## src/rtl/agu_pkg.sv

```systemverilog
package agu_pkg;

    typedef enum logic [1:0] {
        STEP_UP      = 2'b00,
        STEP_DOWN    = 2'b01,
        STEP_REV     = 2'b10,
        STEP_REV_ALT = 2'b11
    } step_mode_e;

    function automatic logic mode_is_rev(step_mode_e m);
        return m[1];
    endfunction

endpackage

```

## src/rtl/agu_ring_step.sv

```systemverilog
module agu_ring_step #(
    parameter int ADDR_W = 16
) (
    input  logic [ADDR_W-1:0] ptr_i,
    input  logic [ADDR_W-1:0] lo_i,
    input  logic [ADDR_W-1:0] hi_i,
    input  logic [ADDR_W-1:0] size_i,
    input  logic              down_i,
    output logic [ADDR_W-1:0] nxt_o
);
    // One extra bit keeps carry and borrow visible to the fold decision.
    logic [ADDR_W:0] sum_w;
    logic [ADDR_W:0] floor_w;

    always_comb begin
        sum_w   = {1'b0, ptr_i} + {1'b0, size_i};
        floor_w = {1'b0, lo_i} + {1'b0, size_i};
        if (down_i) begin
            if ({1'b0, ptr_i} < floor_w) nxt_o = hi_i;
            else                         nxt_o = ptr_i - size_i;
        end else begin
            if (sum_w > {1'b0, hi_i})    nxt_o = lo_i;
            else                         nxt_o = sum_w[ADDR_W-1:0];
        end
    end
endmodule

```

## src/rtl/agu_bitrev.sv

```systemverilog
module agu_bitrev #(
    parameter int ADDR_W    = 16,
    parameter int MAX_ORDER = 10,
    localparam int ORD_W    = $clog2(MAX_ORDER + 1),
    localparam int IDX_W    = MAX_ORDER
) (
    input  logic [IDX_W-1:0]  idx_i,
    input  logic [ORD_W-1:0]  order_i,
    input  logic [ADDR_W-1:0] base_i,
    input  logic [1:0]        sz_sel_i,
    output logic [ADDR_W-1:0] addr_o,
    output logic [IDX_W-1:0]  idx_nxt_o
);
    logic [IDX_W-1:0]  rev_full;
    logic [IDX_W-1:0]  rev_k;
    logic [ORD_W-1:0]  shamt;
    logic [IDX_W-1:0]  mask;
    logic [ADDR_W-1:0] offset;

    // Mirror all IDX_W bits; the right shift then leaves the k-bit reversal.
    for (genvar g = 0; g < IDX_W; g++) begin : g_mirror
        assign rev_full[g] = idx_i[IDX_W-1-g];
    end

    always_comb begin
        shamt     = ORD_W'(IDX_W) - order_i;
        rev_k     = rev_full >> shamt;
        offset    = ADDR_W'(rev_k) << sz_sel_i;
        addr_o    = base_i + offset;
        mask      = (IDX_W'(1) << order_i) - IDX_W'(1);
        idx_nxt_o = (idx_i + IDX_W'(1)) & mask;
    end
endmodule

```

## src/rtl/agu_stream_addr.sv

```systemverilog
module agu_stream_addr
    import agu_pkg::*;
#(
    parameter int ADDR_W    = 16,
    parameter int MAX_ORDER = 10,
    localparam int ORD_W    = $clog2(MAX_ORDER + 1),
    localparam int IDX_W    = MAX_ORDER
) (
    input  logic              clk,
    input  logic              rst_n,
    input  logic              wr_start_i,
    input  logic [ADDR_W-1:0] start_i,
    input  logic              wr_end_i,
    input  logic [ADDR_W-1:0] end_i,
    input  logic              wr_ptr_i,
    input  logic [ADDR_W-1:0] ptr_i,
    input  logic              wr_step_i,
    input  logic [1:0]        step_sel_i,
    input  logic [ORD_W-1:0]  fft_order_i,
    input  logic [1:0]        mode_i,
    input  logic              adv_i,
    output logic [ADDR_W-1:0] addr_o,
    output logic              addr_vld_o
);
    typedef struct packed {
        logic [ADDR_W-1:0] lo;
        logic [ADDR_W-1:0] hi;
        logic [ADDR_W-1:0] ptr;
        logic [1:0]        sz_sel;
        logic [ORD_W-1:0]  order;
        logic [IDX_W-1:0]  idx;
        logic [ADDR_W-1:0] addr;
        logic              vld;
    } agu_state_t;

    agu_state_t s_d, s_q;

    step_mode_e        mode;
    logic [ADDR_W-1:0] size;
    logic [ADDR_W-1:0] ring_nxt;
    logic [ADDR_W-1:0] rev_addr;
    logic [IDX_W-1:0]  rev_idx_nxt;
    logic [ORD_W-1:0]  order_clamped;
    logic              any_wr;

    assign mode = step_mode_e'(mode_i);
    assign size = ADDR_W'(1) << s_q.sz_sel;

    agu_ring_step #(.ADDR_W(ADDR_W)) u_ring (
        .ptr_i  (s_q.ptr),
        .lo_i   (s_q.lo),
        .hi_i   (s_q.hi),
        .size_i (size),
        .down_i (mode == STEP_DOWN),
        .nxt_o  (ring_nxt)
    );

    agu_bitrev #(.ADDR_W(ADDR_W), .MAX_ORDER(MAX_ORDER)) u_rev (
        .idx_i     (s_q.idx),
        .order_i   (s_q.order),
        .base_i    (s_q.lo),
        .sz_sel_i  (s_q.sz_sel),
        .addr_o    (rev_addr),
        .idx_nxt_o (rev_idx_nxt)
    );

    always_comb begin
        if (fft_order_i == '0)                        order_clamped = ORD_W'(1);
        else if (fft_order_i > ORD_W'(MAX_ORDER))     order_clamped = ORD_W'(MAX_ORDER);
        else                                          order_clamped = fft_order_i;
    end

    assign any_wr = wr_start_i | wr_end_i | wr_ptr_i | wr_step_i;

    always_comb begin
        s_d     = s_q;
        s_d.vld = 1'b0;
        if (any_wr) begin
            if (wr_start_i) s_d.lo  = start_i;
            if (wr_end_i)   s_d.hi  = end_i;
            if (wr_ptr_i)   s_d.ptr = ptr_i;
            if (wr_step_i) begin
                s_d.sz_sel = step_sel_i;
                s_d.order  = order_clamped;
            end
            if (wr_start_i | wr_ptr_i | wr_step_i) s_d.idx = '0;
        end else if (adv_i) begin
            s_d.vld = 1'b1;
            if (mode_is_rev(mode)) begin
                s_d.addr = rev_addr;
                s_d.idx  = rev_idx_nxt;
            end else begin
                s_d.addr = s_q.ptr;
                s_d.ptr  = ring_nxt;
            end
        end
    end

    always_ff @(posedge clk or negedge rst_n) begin
        if (!rst_n) begin
            s_q        <= '0;
            s_q.order  <= ORD_W'(1);
        end else begin
            s_q <= s_d;
        end
    end

    assign addr_o     = s_q.addr;
    assign addr_vld_o = s_q.vld;
endmodule

```

## config.mk

```make
export PLATFORM = sky130hd
export DESIGN_NAME = agu_stream_addr
export DESIGN_NICKNAME = d
export VERILOG_FILES = /design/src/rtl/agu_pkg.sv /design/src/rtl/agu_ring_step.sv /design/src/rtl/agu_bitrev.sv /design/src/rtl/agu_stream_addr.sv
export SDC_FILE = /design/constraint.sdc
export NUM_CORES = 1
export LEC_CHECK = 0
export ABC_AREA = 1
export BUFFER_PORTS_ARGS = -buffer_cell sky130_fd_sc_hd__buf_2
export CAP_MARGIN = 25
export CORE_MARGIN = 2
export CORE_UTILIZATION = 56
export CTS_CLUSTER_SIZE = 40
export DETAILED_ROUTE_END_ITERATION = 8
export GPL_TIMING_DRIVEN = 0
export PLACE_DENSITY = 0.78
export SYNTH_ARGS = -nofsm -noshare
export SYNTH_HDL_FRONTEND = slang
export SYNTH_HIERARCHICAL = 1
export SYNTH_SLANG_ARGS = --single-unit
```

## constraint.sdc

```tcl
create_clock -name clk -period 3.9 [get_ports clk]
set_input_delay 0.585 -clock clk [delete_from_list [all_inputs] [get_ports clk]]
set_output_delay 0.585 -clock clk [all_outputs]
set_load 0.005 [all_outputs]
```

==> flow_summary.yaml <==
setup_path:
  reg2reg_from: "s_q[31]$_DFFE_PN0P_"
  max_stage_delay_ps: 460
  r2r_slack_ps: -90
  worst_ep_arrival_time_ps: 4290
  cp_max_fo: 7
  end_kind: "flop"
  critPathMostFrequentCell: "nand2_1"
  required_ps: 4200
  worst_setup_path_start_kind: "flop"
  ff2ff_path_depth: 27
  r2r-end: "s_q[46]$_DFFE_PN0P_"
  worstSetupStartpoint: "s_q[31]$_DFFE_PN0P_"
  worstSetupPathType: "reg2reg"
  cpMaxStageDelayCell: "dfrtp_2"
pwr:
  ir_worst_vdd_mv: 0.312
  p_per_area_nw_per_um2: 409
  leakage_nw: 6.06
logic_synthesis:
  yosys.area.top_type: "dfrtp_1"
  synth_edf_count: 0
  seq_area_frac_synth: 0.215
  synthTopCellsByCount: "nand2_1, nand3_1, inv_1"
  synth_top_family_by_area: "simple AND/OR/NAND/NOR gates"
  yosys.area_share.simple: 0.340
  synth_ff_type: "dfrtp_1"
  netlist_area_um2: 9460
  synth_cells: 1377
  synthArstFlopShare: 1.00
  synth_fa_ha_area_frac: 0.138
  avgSynthCellArea_um2: 6.87
  synth.distinct_cells: 55
  synthTopCellsByArea: "dfrtp_1, nand2_1, ha_1"
  synth_top_area_frac: 0.212
  synth_mux_area_frac: 0.0572
  synthXorXnorAreaFrac: 0.0557
  synth_compound_area_frac: 0.0891
  yosys_register_bits: 81
  yosysMostFrequentCell: "nand2_1"
  yosys_warnings: 6
route:
  drtPass1Iterations: 5
  vias: 9829
  drt_wl_total_um: 28100
  via_per_inst: 5.58
  drt_iter0_markers: 753
  wl_per_cell_um: 16.0
  remaining_drc_errors: 0
  final_antenna_net_count: 0
floorplanning:
  die_w_um: 134
  start_util: 0.572
  core_area_um2: 16500
  die_h_um: 134
  rows: 47
  ios: 80
  dieArea_um2: 17900
placed_design:
  dp.cells: 1707
  gp_congestion: 0.948
  portBuffers: 75
  dp_hpwl_um: 21300
  dpl_worst_slack_ps: -832
sta:
  rsz0062_at_grt: "yes"
  setup_slack_ps: -93.7
  slew_viol_final: 0
  finalHoldViolCount: 0
  period_share: 1.02
  worstMarginPinSlew_ps: 667
  finalCriticalPeriod_ps: 3990
  relSlewSlack: 0.556
  fmax_mhz: 250
  skew_ps: 7.94
  setup_viol: 10
run:
  drv_cap: 0
global_routing:
  grt_pass1_vias: 9255
  grt_pass1_wl_um: 43900
  grt_max_degree: 66
  overflow: 0
  antenna_found_initial: 0
  grt_use_total: 0.307
final_layout:
  post-route-util: 0.693
  nNetsFinal: 1703
  syn2layout_area_growth_pct: 21.2
  antenna_cells: 0
  fin_cells: 1763
  drive_gt1_frac: 0.237
clock_tree:
  clock_sinks: 81
  cts_made_buffers: 9
  insertion_delay_ps: 360
  cts_root_buffer: "clkbuf_16"
  h-tree-depth: 3
  cts_hold_buffers: 0
  clkTransAtPathRegs_ps: 70
  cts_buffer_depth: 2
  cts_tree: "done"
hold_path:
  holdCritPathClass: "in2async"
outcome:
  violations: "setup timing"
  status: "finished, violations left"
-- cells by family (layout without fill, tap and decap cells) --
kind of cell | Yosys count | after routing
AOI/OAI and AO/OA | 144 | 144
xor gates and xnor gates | 58 | 58
adders and majority gates | 102 | 102
buffers and inverters | 223 | 355
DFF | 81 | 81
muxes | 48 | 48
other | 1 | 35
and+or+nand+nor | 720 | 720
-- routing by layer --
metal  vias up  track usage  wire (um)
met2       403        0.542      13700
met4         0        0.132        910
met3        60       0.0420       1820
met5         -            0          0
li1       4812            -          -
met1      4554        0.374      11700
-- layout make-up --
| type | count | area [um^2] |
|---|---|---|
| Fill cell | 1416 | 5060 |
| Buffer | 63 | 419 |
| Clock buffer | 10 | 239 |
| Clock inverter | 6 | 67.6 |
| Tap cell | 220 | 275 |
| Timing Repair Buffer | 118 | 776 |
| Inverter | 158 | 603 |
| Sequential cell | 81 | 2030 |
| Multi-Input combinational cell | 1107 | 7050 |
-- registers in the layout, indices dropped and copies added, names as in the netlist --
register    cells
addr_o         16
addr_vld_o      1
s_q            64
-- placed cells by master (no fill, tap or decap), types with 4 or more instances in the layout --
| master | synthesis | layout |
|---|---|---|
| a21o_1 | 8 | 8 |
| xor2_2 | 0 | 5 |
| buf_2 | 20 | 94 |
| nor2_1 | 79 | 72 |
| buf_4 | 23 | 52 |
| nor3_1 | 10 | 8 |
| o21ai_0 | 40 | 37 |
| nand4_1 | 44 | 44 |
| ha_1 | 98 | 85 |
| clkbuf_16 | 0 | 10 |
| nand3_2 | 4 | 12 |
| buf_6 | 6 | 19 |
| a21oi_4 | 4 | 4 |
| ha_4 | 0 | 9 |
| nand2_1 | 384 | 358 |
| nor2_4 | 3 | 6 |
| inv_1 | 147 | 137 |
| o21ai_1 | 9 | 10 |
| nand2_2 | 3 | 24 |
| ha_2 | 0 | 4 |
| a21oi_1 | 63 | 53 |
| xor2_1 | 41 | 35 |
| nand2_4 | 4 | 8 |
| nand3_1 | 176 | 166 |
| dfrtp_1 | 80 | 78 |
| inv_2 | 7 | 16 |
| xnor2_1 | 16 | 16 |
| a21oi_2 | 1 | 11 |
| conb_1 | 1 | 35 |
| nor2_2 | 1 | 5 |
| mux2_2 | 48 | 48 |
| clkbuf_1 | 15 | 11 |
| nand3_4 | 2 | 4 |
-- critical path: cells and delay by family, from the launching register on --
kind	cells	cell delay (ps)
flip-flops	1	460
XOR/XNOR	1	180
AND/OR/NAND/NOR	18	1780
adder cells (fa/ha/maj)	2	620
buffers and inverters	4	530
AO/OA/AOI/OAI	2	330
-- per-stage QoR --
step	cell area [um^2]	setup TNS, ps	hold slack, ps	total power (W)
after floorplan	9580	0	289	0.00269
after global placement	10200	-11100	492	0.00318
after detailed placement	10300	-11600	473	0.00323
after CTS	10900	0	88.5	0.00434
after global routing	11500	-3090	97.5	0.00500
final	11500	-450	81.9	0.00469
-- repair_timing --
action,CTS,global route
endpoints found under the setup margin,21,28
setup buffers,22,18
cloned,1,2
pin swaps,22,73
gates resized for setup,53,90
endpoints found under the hold margin,0,0
-- report_power, final --
part           switching (W)  leakage, nW  internal, W
combinational        0.00155         4.92      0.00116
sequential          0.000131        0.997     0.000950
clock               0.000389        0.145     0.000515
-- how the worst max path moves through the flow --
stage / endpoint / slack, ps
2_1_floorplan: s_q[46]$_DFFE_PN0P_ / 140
3_5_place_dp: s_q[47]$_DFFE_PN0P_ / -830
5_1_grt: s_q[46]$_DFFE_PN0P_ / -250
3_3_place_gp: s_q[46]$_DFFE_PN0P_ / -820
4_1_cts: s_q[46]$_DFFE_PN0P_ / 2
6_report: s_q[46]$_DFFE_PN0P_ / -90
Note: power is estimated with default switching activity, not from simulation.
